## config.mk

```make
export PLATFORM = sky130hd
export DESIGN_NAME = dram_page_seq
export DESIGN_NICKNAME = d
export VERILOG_FILES = /design/src/rtl/dram_seq_pkg.sv /design/src/rtl/dram_page_table.sv /design/src/rtl/dram_phase_timer.sv /design/src/rtl/dram_page_seq.sv
export SDC_FILE = /design/constraint.sdc
export NUM_CORES = 1
export LEC_CHECK = 0
export BUFFER_PORTS_ARGS = -buffer_cell sky130_fd_sc_hd__buf_4
export CORE_MARGIN = 5
export CORE_UTILIZATION = 33
export CTS_CLUSTER_DIAMETER = 40
export DETAILED_ROUTE_END_ITERATION = 16
export SETUP_SLACK_MARGIN = 0.1
export SYNTH_ARGS = -nofsm -noshare
export SYNTH_HDL_FRONTEND = slang
export SYNTH_HIERARCHICAL = 1
export SYNTH_SLANG_ARGS = --single-unit
export TNS_END_PERCENT = 100
```

## constraint.sdc

```tcl
create_clock -name clk_i -period 3.8 [get_ports clk_i]
set_input_delay 0.57 -clock clk_i [delete_from_list [all_inputs] [get_ports clk_i]]
set_output_delay 0.57 -clock clk_i [all_outputs]
set_load 0.005 [all_outputs]
```

## src/rtl/dram_seq_pkg.sv

```systemverilog
package dram_seq_pkg;
  typedef enum logic [2:0] {
    ST_IDLE,
    ST_PRE,
    ST_ACT,
    ST_CAS,
    ST_GAP
  } seq_state_e;
endpackage

```

## src/rtl/dram_page_table.sv

```systemverilog
module dram_page_table #(
  parameter int BANKS = 4,
  parameter int ROW_W = 14,
  localparam int BANK_W = $clog2(BANKS)
) (
  input  logic              clk_i,
  input  logic              rst_ni,
  input  logic              upd_set_i,
  input  logic              upd_clr_i,
  input  logic [BANK_W-1:0] upd_bank_i,
  input  logic [ROW_W-1:0]  upd_row_i,
  input  logic [BANK_W-1:0] look_bank_i,
  input  logic [ROW_W-1:0]  look_row_i,
  output logic [BANKS-1:0]  open_o,
  output logic              look_open_o,
  output logic              look_hit_o
);
  logic [ROW_W-1:0] row_q [BANKS];

  for (genvar b = 0; b < BANKS; b++) begin : g_bank
    always_ff @(posedge clk_i or negedge rst_ni) begin
      if (!rst_ni) begin
        open_o[b] <= 1'b0;
        row_q[b]  <= '0;
      end else if (upd_set_i && upd_bank_i == BANK_W'(b)) begin
        open_o[b] <= 1'b1;
        row_q[b]  <= upd_row_i;
      end else if (upd_clr_i && upd_bank_i == BANK_W'(b)) begin
        open_o[b] <= 1'b0;
      end
    end
  end

  assign look_open_o = open_o[look_bank_i];
  assign look_hit_o  = look_open_o && (row_q[look_bank_i] == look_row_i);
endmodule

```

## src/rtl/dram_phase_timer.sv

```systemverilog
module dram_phase_timer #(
  parameter int CNT_W = 3
) (
  input  logic             clk_i,
  input  logic             rst_ni,
  input  logic             clear_i,
  output logic [CNT_W-1:0] cnt_o
);
  always_ff @(posedge clk_i or negedge rst_ni) begin
    if (!rst_ni)      cnt_o <= '0;
    else if (clear_i) cnt_o <= '0;
    else              cnt_o <= cnt_o + 1'b1;
  end
endmodule

```

## src/rtl/dram_page_seq.sv

```systemverilog
module dram_page_seq
  import dram_seq_pkg::*;
#(
  parameter int BANKS  = 4,
  parameter int ROW_W  = 14,
  parameter int COL_W  = 11,
  parameter int DQ_W   = 4,
  parameter int T_RCD  = 3,
  parameter int T_CAS  = 3,
  parameter int T_RP   = 2,
  parameter int RD_LAT = 1,
  localparam int BANK_W = $clog2(BANKS),
  localparam int ADDR_W = (ROW_W > COL_W) ? ROW_W : COL_W
) (
  input  logic              clk_i,
  input  logic              rst_ni,
  input  logic              req_valid_i,
  output logic              req_ready_o,
  input  logic              req_write_i,
  input  logic [BANK_W-1:0] req_bank_i,
  input  logic [ROW_W-1:0]  req_row_i,
  input  logic [COL_W-1:0]  req_col_i,
  input  logic [DQ_W-1:0]   req_wdata_i,
  output logic              done_o,
  output logic [DQ_W-1:0]   rdata_o,
  output logic [ADDR_W-1:0] addr_o,
  output logic [BANK_W-1:0] bank_o,
  output logic [BANKS-1:0]  ras_no,
  output logic              cas_no,
  output logic              we_no,
  output logic [DQ_W-1:0]   dq_o,
  output logic              dq_oe_o,
  input  logic [DQ_W-1:0]   dq_i
);
  localparam int T_MAX1 = (T_RCD > T_CAS) ? T_RCD : T_CAS;
  localparam int T_MAX  = (T_MAX1 > T_RP) ? T_MAX1 : T_RP;
  localparam int CNT_W  = $clog2(T_MAX + 1);

  seq_state_e        state_q, state_d;
  logic [BANK_W-1:0] bank_q;
  logic [ROW_W-1:0]  row_q;
  logic [COL_W-1:0]  col_q;
  logic              write_q;
  logic [DQ_W-1:0]   wdata_q;
  logic [CNT_W-1:0]  cnt;
  logic [BANKS-1:0]  open_vec;
  logic              look_open, look_hit, accept;
  logic              upd_set, upd_clr;
  logic [BANK_W-1:0] upd_bank;
  logic [ROW_W-1:0]  upd_row;

  dram_page_table #(.BANKS(BANKS), .ROW_W(ROW_W)) u_pages (
    .clk_i, .rst_ni,
    .upd_set_i(upd_set), .upd_clr_i(upd_clr),
    .upd_bank_i(upd_bank), .upd_row_i(upd_row),
    .look_bank_i(req_bank_i), .look_row_i(req_row_i),
    .open_o(open_vec), .look_open_o(look_open), .look_hit_o(look_hit)
  );

  dram_phase_timer #(.CNT_W(CNT_W)) u_timer (
    .clk_i, .rst_ni, .clear_i(state_d != state_q), .cnt_o(cnt)
  );

  assign req_ready_o = (state_q == ST_IDLE) || (state_q == ST_GAP && look_hit);
  assign accept      = req_valid_i && req_ready_o;

  always_comb begin
    state_d = state_q;
    unique case (state_q)
      ST_IDLE: if (accept) state_d = look_hit ? ST_CAS : (look_open ? ST_PRE : ST_ACT);
      ST_PRE:  if (cnt == CNT_W'(T_RP - 1))  state_d = ST_ACT;
      ST_ACT:  if (cnt == CNT_W'(T_RCD - 1)) state_d = ST_CAS;
      ST_CAS:  if (cnt == CNT_W'(T_CAS - 1)) state_d = ST_GAP;
      ST_GAP:  state_d = accept ? ST_CAS : ST_IDLE;
      default: state_d = ST_IDLE;
    endcase
  end

  // page table port: request fields from idle, latched fields after precharge
  always_comb begin
    upd_clr  = (state_q == ST_IDLE) && (state_d == ST_PRE);
    upd_set  = (state_d == ST_ACT) && (state_q != ST_ACT);
    upd_bank = (state_q == ST_IDLE) ? req_bank_i : bank_q;
    upd_row  = (state_q == ST_IDLE) ? req_row_i  : row_q;
  end

  always_ff @(posedge clk_i or negedge rst_ni) begin
    if (!rst_ni) begin
      state_q <= ST_IDLE;
      bank_q  <= '0;
      row_q   <= '0;
      col_q   <= '0;
      write_q <= 1'b0;
      wdata_q <= '0;
      rdata_o <= '0;
      done_o  <= 1'b0;
    end else begin
      state_q <= state_d;
      done_o  <= (state_q == ST_CAS) && (cnt == CNT_W'(T_CAS - 1));
      if (accept) begin
        bank_q  <= req_bank_i;
        row_q   <= req_row_i;
        col_q   <= req_col_i;
        write_q <= req_write_i;
        wdata_q <= req_wdata_i;
      end
      if (state_q == ST_CAS && !write_q && cnt == CNT_W'(RD_LAT)) rdata_o <= dq_i;
    end
  end

  always_comb begin
    unique case (state_q)
      ST_ACT:  addr_o = ADDR_W'(row_q);
      ST_CAS:  addr_o = ADDR_W'(col_q);
      default: addr_o = '0;
    endcase
  end

  assign bank_o  = bank_q;
  assign ras_no  = ~open_vec;
  assign cas_no  = (state_q != ST_CAS);
  assign dq_oe_o = (state_q == ST_CAS) && write_q;
  assign we_no   = !dq_oe_o;
  assign dq_o    = dq_oe_o ? wdata_q : '0;
endmodule

```

# --- After elaboration in Yosys (flattened, before gate mapping) ---
# Index checks and enable logic that the tools add are counted.
op_classes:
  bitwise: 2
  addsub: 1
  magnitude_cmp: 2
  muxes: 26
  eq_ne: 15
  reduce_logical: 26
ops:
  columns: ["cell", "n"]
  rows:
  - ["$mux W14", 3]
  - ["$bmux W14 S2", 1]
  - ["$pmux W14 S2", 1]
  - ["$logic_and A1 B1 Y1", 17]
  - ["$pmux W3 S5", 1]
  - ["$eq A14 B14 Y1", 1]
  - ["$mux W3", 4]
  - ["$mux W2", 5]
  - ["$eq A3 B2 Y1 const B", 3]
  - ["$mux W1", 9]
  - ["$reduce_bool A2 Y1", 4]
  - ["$eq A2 B2 Y1 const B", 3]
  - ["$eq A3 B1 Y1 const B", 2]
  - ["$ne A3 B2 Y1 const B", 2]
  - ["$eq A2 B1 Y1 const B", 2]
  - ["$mux W4", 1]
  - ["$not A4 Y4", 1]
  - ["$eq A3 B3 Y1 const B", 1]
  - ["$ge A3 B3 Y1 const B", 1]
  - ["$logic_not A3 Y1", 1]
  - ["$lt A2 B3 Y1 const B", 1]
  - ["$ne A3 B3 Y1", 1]
  - ["$not A2 Y3", 1]
  - ["$add A2 B1 Y2 const B", 1]
  - ["4 further kinds", 5]
word_totals:
  out_inout_bits: 33
  inputBits: 39
  ff_bits: 102

# --- Longest topological paths before layout ---
# Gate-level depths: netlist of run 1.
logic_depth:
  ltp_word: 16
  depth_mapped: 13
  depth_no_buf: 10

# --- Hierarchy ---
# Netlist of run 1, hierarchy kept.
by_module_without_submodules:
  columns: ["mod", "area_each_um2", "cells_per_inst", "instances"]
  rows:
  - ["dram_page_table", 2854.0, 195, 1]
  - ["dram_page_seq", 2148.3, 172, 1]
  - ["dram_phase_timer", 66.3, 5, 1]

# --- Worst setup path after synthesis of run 1 ---
# OpenSTA, ideal clock, no wires.
synth_path:
  path_kind: "input to register"
  start: "input req_bank_i[0]"
  end: "register u_pages/row_q[46] in the netlist's numbering"
  slack_ps: -148
  setup_ps: 128
  arrival_ps: 3820
  cell_stages: 13
  required_time_ps: 3672
  path_buffers: 4
  path_cell_list: "buf_6 -> buf_2 -> mux4_2 -> xnor2_1 -> nand3_1 -> nor4_2 -> buf_1 -> nor2b_1 -> o32a_1 -> a222oi_1 -> nor3b_2 -> buf_2 -> mux2_1"
synth_via:
  elab_chain_cells: 14
  elab_cells_between_ends: 21
  cone_classes: "eq/ne (2); mux (11); bitwise (1); reduce/logical (7)"
synth_lines:
  columns: ["item", "line", "source"]
  rows:
  - ["start, declared", "dram_page_seq.sv:20", "input logic [BANK_W-1:0] req_bank_i,"]
  - ["$not A2 Y3 (not written as such)", "dram_page_table.sv:35", "assign look_hit_o = look_open_o && (row_q[look_bank_i] == look_row_i);"]
  - ["$bmux W14 S2", "dram_page_table.sv:35", null]
  - ["$mux W14 (not written as such) (2 in series)", "dram_page_table.sv:35", null]
  - ["$eq A14 B14 Y1", "dram_page_table.sv:35", null]
  - ["$logic_and A1 B1 Y1 (*)", "dram_page_table.sv:35", null]
  - ["named net look_hit", "dram_page_seq.sv:47", "logic look_open, look_hit, accept;"]
  - ["$logic_and A1 B1 Y1", "dram_page_seq.sv:64", "assign req_ready_o = (state_q == ST_IDLE) || (state_q == ST_GAP && look_hit);"]
  - ["$logic_or A1 B1 Y1", "dram_page_seq.sv:64", null]
  - ["$logic_and A1 B1 Y1", "dram_page_seq.sv:65", "assign accept = req_valid_i && req_ready_o;"]
  - ["$mux W2 or $mux W3 (tied branches)", "dram_page_seq.sv:74, dram_page_seq.sv:70", null]
  - ["$pmux W3 S5 (*)", "dram_page_seq.sv:69", "unique case (state_q)"]
  - ["$eq A3 B2 Y1 (*)", "dram_page_seq.sv:82", "upd_set = (state_d == ST_ACT) && (state_q != ST_ACT);"]
  - ["$logic_and A1 B1 Y1 (*)", "dram_page_seq.sv:82", null]
  - ["named net upd_set", "dram_page_seq.sv:48", "logic upd_set, upd_clr;"]
  - ["$logic_and A1 B1 Y1 (*)", "dram_page_table.sv:25", "end else if (upd_set_i && upd_bank_i == BANK_W'(b)) begin"]
  - ["end signal, assigned by index", "dram_page_table.sv:27", "row_q[b] <= upd_row_i;"]
  - ["end, declared", "dram_page_table.sv:18", "logic [ROW_W-1:0] row_q [BANKS];"]
# The timed path passes the listed nets; every way through them passes the cells marked *. The select of a mux whose other input is x is not followed.
# A chain may end at the register's enable or synchronous reset.

# --- Worst setup path after layout of run 1 ---
layout_path:
  start: "input req_bank_i[0]"
  end: "register u_pages/row_q[53] in the netlist's numbering"
# The elaborated chain is that of the path after synthesis.

==> qor.csv, run 1 <==
stage;metric;value;unit
outcome;status;completed;
placement;io_buffers;71;
clocking;numCtsBuffers;9;
synthesis;synthTopCellsByCount;102 x dfrtp_1, 73 x mux2_2, 32 x mux2_1, 22 x mux2i_1, 16 x nor2_1;
power;clkPwrFrac;18.3;%
synthesis;synthAdderAreaFrac;0;%
global_route;gr-total-overflow;0;
power;p_comb_share;42.7;%
worst_setup_path;crit_arrival;3.65;ns
synthesis;synth_edf_count;0;
power;seq_power_share;39.0;%
die;num_rows;45;
power;p_per_area;818;nW/um2
power;internal_power;3.37;mW
clocking;clockBufferDepth;2;
power;p_sw;1.69;mW
clocking;cts.htree.levels;3;
routing;via_per_inst;5.03;
synthesis;synthFlopType;dfrtp_1;
placement;place.gp.congestion;0.863;
clocking;cts_resized;0;
synthesis;synth_seq_cells;102;
synthesis;synth_cell_types;50;
die;die_area;17900;um2
synthesis;synth_compound_area_share;3.11;%
power;switching_share;33.4;%
placement;post-dp-hpwl;8240;um
clocking;cts_root_buf;clkbuf_16;
die;die_h;134;um
worst_setup_path;crit_fanout;15;
timing;final.setup_skew;0.00828;ns
synthesis;avgSynthCellArea;13.6;um2
synthesis;syn-num-nets;411;
synthesis;synth-xor-area-share;2.59;%
global_route;grt_pass1_vias;3501;
routing;via_count;3238;
worst_setup_path;critPathRequiredTime;4.03;ns
final_layout;utilization;40.9;%
global_route;track_usage;13.4;%
placement;place_ws;-0.0930;ns
clocking;ctsHoldBuffers;0;
timing;period_share;90.1;%
timing;rsz0062_at_grt;no;
global_route;grt_first_pass_wirelength;18900;um
timing;tightest_slew;0.939;ns
synthesis;synthMuxAreaShare;33.0;%
die;initial_utilization;33.5;%
final_layout;antenna_cells;0;
clocking;clkTransAtPathRegs;0.07;ns
timing;max_freq;0.292;GHz
routing;drt-total-wl;11300;um
clocking;numClockSinks;102;
final_layout;multi_input_area;2380;um2
min_path;hp-class;primary input to asynchronous set/reset pin;
synthesis;synth_top_area_share;50.4;%
final_layout;seqCellArea;2550;um2
power;p_total;5.06;mW
synthesis;async_reset_ff_share;100;%
routing;dr.pass1.iters;4;
die;core;15100;um2
timing;hold_viol_final;0;
die;die_x;134;um
routing;ant_nets;0;
synthesis;syn_area;5070;um2
power;leakage;2.79;nW
synthesis;synth.most_common_cell;dfrtp_1;
worst_setup_path;worstSetupEndpointType;flop;
synthesis;postSynthCellCount;372;
timing;setup_violations;0;
routing;drc;0;
job;maxCapViolCount;0;
clocking;post_cts_buffers;0;
clocking;cts_tree;built;
synthesis;synth.largest_area_cell;dfrtp_1;
worst_setup_path;cpMaxStageDelayCell;mux4_2;
timing;maxSlewHeadroom;37.4;%
synthesis;synth_top_family_by_area;multiplexers;
routing;wl_per_cell;17.6;um
worst_setup_path;rr_worst_depth;12;
final_layout;final_nets;490;
timing;slew_violations;0;
final_layout;area.growth.synth_to_final;22.1;%
timing;fin_ws;0.378;ns
worst_setup_path;cpPeakStageDelay;0.52;ns
global_route;grt_max_degree;75;
worst_setup_path;worstPathCellList;buf_4 > mux4_2 > xor2_1 > nor4_2 > o21ai_1 > nor4_2 > nor2b_1 > o32a_1 > a222oi_1 > buf_4 > nor3b_4 > buf_12 > mux2_1;
worst_setup_path;path_class;primary input to flop;
die;design.portCount;72;
synthesis;synthTopCellsByArea;dfrtp_1 50%, mux2_2 16%, mux2_1 7.1%;
routing;drtIter0Drc;227;
timing;post-route-min-period;3.42;ns
final_layout;drive_above_1_share;43.0;%
synthesis;ys_warn_count;6;
worst_setup_path;crit_path_start_kind;primary input;
synthesis;synth-simple-area-share;7.92;%
clocking;clk_latency;0.35;ns
synthesis;seq_area_frac_synth;50.4;%
power;vdd_ir_drop_max;317;uV
global_route;antenna_found_initial;0;
final_layout;fillers;1420;
power groups by stage:
stage	clock, mW	combinational [mW]	sequential (mW)
2_1_floorplan	0	1.55	1.85
3_3_place_gp	0	2.13	1.96
3_5_place_dp	0	2.18	2.00
4_1_cts	0.954	2.19	1.97
5_1_grt	1.00	2.38	2.04
6_report	0.925	2.16	1.98
cell usage in the layout (no fill, tap or decap), types with 2 or more instances in the layout:
master,synthesis,final
buf_4,2,84
nand2_1,12,12
nor2b_1,3,3
nand2b_1,2,2
nor3b_1,3,3
nor4bb_1,3,3
a21oi_1,3,3
nor2_1,16,16
mux4_2,7,8
clkbuf_16,0,9
xnor2_1,10,10
dfrtp_1,102,102
nand3b_1,3,3
nor3_1,2,2
mux2_4,4,4
nand3_1,3,3
xor2_1,5,5
nor4_2,1,2
and2_1,4,4
inv_6,0,2
mux2_2,73,73
o21ai_0,5,5
buf_12,0,3
inv_1,9,9
mux2i_1,22,22
and3_1,3,3
o221ai_1,2,2
mux2_1,32,32
final timing paths:
check	end	from	slack [ns]
max	u_pages/row_q[53]	req_bank_i[0]	0.38
min	done_o	rst_ni	0.35
max reg2reg	u_pages/row_q[53]	u_pages/row_q[10]	0.46
min reg2reg	u_pages/row_q[55]	u_pages/row_q[55]	0.49
max in group asynchronous	u_pages/row_q[46]	rst_ni	2.65
min in group clk_i	col_q[5]	req_col_i[5]	0.45
kinds of logic after synthesis:
family | Yosys count
muxes | 140
xor gates and xnor gates | 15
buffers and inverters | 28
DFF | 102
and+or+nand+nor | 65
AOI/OAI and AO/OA | 22
critical path: cells and delay by family:
family                    cells  cell delay (ns)
muxes                         2             0.85
xor gates and xnor gates      1             0.16
buffers and inverters         3             0.56
and+or+nand+nor               4             0.80
AOI/OAI and AO/OA             3             0.70
routing by layer:
layer | up-vias | GRT usage, % | share of wire, %
met1 | 1634 | 17.9 | 47
met4 | 0 | 4.91 | 1.9
met2 | 73 | 21.3 | 47
li1 | 1514 | - | -
met5 | - | 0 | 0
met3 | 17 | 2.96 | 4.8
metrics by stage:
step	hold WS, ns	std cells	area (um2)	setup TNS, ns
after floorplan	0.274	372	5090	0
after global placement	0.463	628	5890	-0.361
after detailed placement	0.476	628	5890	-1.13
after CTS	0.398	644	6180	0
after global routing	0.437	644	6190	0
final	0.349	644	6190	0
final cells by class:
type	count	share of cell area [%]
Clock buffer	10	3.70
Multi-Input combinational cell	242	38.4
Clock inverter	6	1.11
Inverter	9	0.546
Timing Repair Buffer	87	11.2
Tap cell	188	3.80
Sequential cell	102	41.2
sequential cells by signal (all words and copies together), names as in the netlist:
signal          cells
rdata_o             4
state_q             3
u_pages/open_o      4
u_timer/cnt_o       2
bank_o              2
row_q              14
done_o              1
u_pages/row_q      56
col_q              11
wdata_q             4
write_q             1
Note: power is estimated with default switching activity, not from simulation.
==> inputs of run 2 (changes only) <==
Settings changed: ABC_AREA from default to 1.
==> run 2 against run 1 <==
  * Maximum frequency rose by 7.3%
  * Design area shrank 0.97%
  * Critical path type unchanged
  * Sequential share of layout area increased by 0.40 points
  * Cell count rose by 48%
  * Routed wire length increased by 19%
  * Clock power up 1%
  * Setup slack better by 0.23 ns
==> qor.csv, run 2 <==
stage;metric;value;unit;change
worst_setup_path;startpoint;req_bank_i[0];;
worst_setup_path;crit_end;u_pages/row_q[16];;
worst_setup_path;rrSetupSlack;0.90;ns;+0.44 ns
timing;final.setup_skew;0.00878;ns;+0.000508 ns
final_layout;top_regs;u_pages/row_q (56), row_q (14), col_q (11);;
global_route;track_usage;15.3;%;+1.9 points
final_layout;final_common_cell;nand2_1;;
worst_setup_path;worstSetupEndpointType;flop;;
worst_setup_path;regToRegStartpoint;state_q[0];;
routing;drc;0;;unchanged
placement;place_area;5830;um2;-0.98%
timing;maxSlewHeadroom;35.1;%;-2.4 points
timing;rsz0062_at_grt;no;;
final_layout;antenna_cells;0;;unchanged
synthesis;syn_area;5140;um2;+1.4%
timing;slew_violations;0;;unchanged
die;die_h;135;um;+0.65%
timing;max_freq;0.314;GHz;+7.3%
worst_setup_path;path_class;primary input to flop;;
worst_setup_path;crit_fanout;29;;+14
worst_setup_path;crit_path_start_kind;primary input;;
final_layout;fin_area;6130;um2;-0.97%
synthesis;avgSynthCellArea;7.61;um2;-44%
synthesis;synth.largest_area_cell;dfrtp_1;;
synthesis;synth_seq_cells;102;;unchanged
global_route;grt_max_degree;57;;-24%
power;leakage;3.16;nW;+13%
final_layout;final_nets;775;;+58%
final_layout;final_cell_mix;246 x nand2_1, 102 x dfrtp_1, 88 x o21ai_0;;
routing;dr.pass1.iters;5;;+1
timing;period_share;83.9;%;-6.2 points
global_route;grt_pass1_vias;4288;;+22%
routing;wl_per_cell;14.2;um;-19%
global_route;gr-total-overflow;0;;unchanged
final_layout;area.growth.synth_to_final;19.3;%;
die;num_rows;45;;unchanged
die;die_x;135;um;+0.65%
synthesis;postSynthCellCount;675;;+81%
clocking;cts_root_buf;clkbuf_16;;
timing;setup_violations;0;;unchanged
min_path;hp-class;primary input to asynchronous set/reset pin;;
outcome;status;completed;;
synthesis;synthFlopType;dfrtp_1;;
die;design.portCount;72;;unchanged
routing;drtIter0Drc;305;;+34%
die;die_area;18200;um2;+1.3%
clocking;post_cts_buffers;0;;unchanged
clocking;cts_resized;0;;unchanged
clocking;cts_tree;built;;
synthesis;synthTopCellsByArea;dfrtp_1 50%, nand2_1 18%, o21ai_0 8.6%;;
synthesis;async_reset_ff_share;100;%;unchanged
power;p_per_area;758;nW/um2;-7.3%
placement;io_buffers;71;;unchanged
worst_setup_path;critPathRequiredTime;4.01;ns;-0.02 ns
routing;drt-total-wl;13500;um;+19%
synthesis;synthTopCellsByCount;246 x nand2_1, 102 x dfrtp_1, 88 x o21ai_0, 74 x inv_1, 46 x nand3_1;;
job;maxCapViolCount;0;;unchanged
placement;place.gp.congestion;0.826;;-4.3%
placement;place_ws;0.293;ns;+0.386 ns
synthesis;seq_area_frac_synth;49.7;%;-0.70 points
synthesis;synth_cell_types;27;;-46%
global_route;antenna_found_initial;0;;unchanged
die;core;15300;um2;+0.74%
clocking;cts.htree.levels;3;;unchanged
worst_setup_path;crit_arrival;3.40;ns;-0.25 ns
placement;post-dp-hpwl;9710;um;+18%
clocking;clk_latency;0.35;ns;about the same
final_layout;largest_reg_flops;56;;unchanged
synthesis;syn-num-nets;714;;+74%
global_route;grt_first_pass_wirelength;22200;um;+18%
final_layout;largest_register;u_pages/row_q;;
synthesis;synth.most_common_cell;nand2_1;;
final_layout;drive_above_1_share;15.7;%;-27 points
timing;post-route-min-period;3.19;ns;-0.234 ns
die;initial_utilization;33.7;%;+0.22 points
timing;fin_tns_setup;0;ns;unchanged
routing;ant_nets;0;;unchanged
routing;via_per_inst;4.67;;-7.0%
routing;via_count;4450;;+37%
synthesis;synth_edf_count;0;;unchanged
clocking;numCtsBuffers;9;;unchanged
clocking;numClockSinks;102;;unchanged
synthesis;ys_warn_count;6;;unchanged
clocking;clockBufferDepth;2;;unchanged
worst_setup_path;r2r-end;u_pages/open_o[1];;
timing;hold_viol_final;0;;unchanged
clocking;ctsHoldBuffers;0;;unchanged
worst_setup_path;rr_worst_depth;7;;-5
timing;fin_ws;0.611;ns;+0.234 ns
timing;tightest_slew;0.964;ns;+0.0252 ns
power;p_total;4.65;mW;-8.2%
synthesis;synth_top_area_share;49.7;%;-0.70 points
power;vdd_ir_drop_max;304;uV;-4.2%
clocking;clkTransAtPathRegs;0.07;ns;about the same
[run 2: changes by cell type after synthesis, moves of 10 or more]
| cell | change |
|---|---|
| nand2_1 | +234 |
| o21ai_0 | +83 |
| mux2_2 | -69 |
| inv_1 | +65 |
| nand3_1 | +43 |
| mux2_1 | -32 |
| mux2i_1 | -22 |
| nor2_1 | +15 |
| a22o_1 | +10 |
[run 2: how the worst min path moves through the flow]
stage | endpoint | slack [ns] | cells past startpoint
detailed placement | col_q[1] | 0.46 | 2
CTS | col_q[9] | 0.30 | 1
global route | col_q[9] | 0.33 | 1
global placement | col_q[4] | 0.46 | 2
floorplan | bank_o[0] | 0.27 | 0
finish | col_q[9] | 0.27 | 1
[run 2: area by class of cell]
class / instances / area (um2)
inverter: 80 / 303
timing repair buffer: 83 / 623
fill: 1650 / 9130
clock buffer: 11 / 243
sequential: 102 / 2550
clock inverter: 5 / 58.8
tap: 211 / 264
multi-input combinational: 460 / 2090
[run 2: cell families (layout without fill, tap and decap cells)]
family,Yosys count,count (layout),synth area share [%]
compound gates,111,111,11.6
buf+inv,113,179,9.76
simple gates,344,344,27.9
flops,102,102,49.7
xor+xnor,1,1,0.170
mux,4,4,0.876
[run 2: where the power goes]
| part | internal [mW] | switching [mW] |
|---|---|---|
| registers | 1.56 | 0.281 |
| clock network | 0.529 | 0.406 |
| logic | 0.715 | 1.16 |
[run 2: per-stage QoR]
| step | util, % | cells | hold slack, ns |
|---|---|---|---|
| floorplan | - | 675 | 0.274 |
| global placement | 38.2 | 936 | 0.456 |
| detailed placement | 38.2 | 936 | 0.460 |
| CTS | 40.2 | 952 | 0.299 |
| global route | 40.2 | 952 | 0.334 |
| finish | 40.2 | 952 | 0.272 |
[run 2: worst max-delay path: stages]
cell     delay (ns)
buf_4          0.12
inv_2          0.41
nand2_1        0.10
nand3_1        0.14
nand2_1        0.07
nand2_1        0.06
nand2_1        0.04
inv_1          0.04
nand2_1        0.04
nor2_1         0.12
nand2_1        0.08
nor2_1         0.20
inv_1          0.08
nand2_1        0.08
nand2_2        0.07
nor2_4         0.11
nand4_2        0.08
nand2_2        0.10
nor3b_2        0.30
nand3_1        0.12
buf_4          0.27
nand2_1        0.08
o21ai_0        0.08
[run 2: per-layer routing]
layer	part of all wire (%)	wire length, um	track usage, %
met2	49	6590	25.5
met4	0.62	84	2.83
met5	0	0	0
met3	3.6	486	3.61
met1	47	6340	20.6
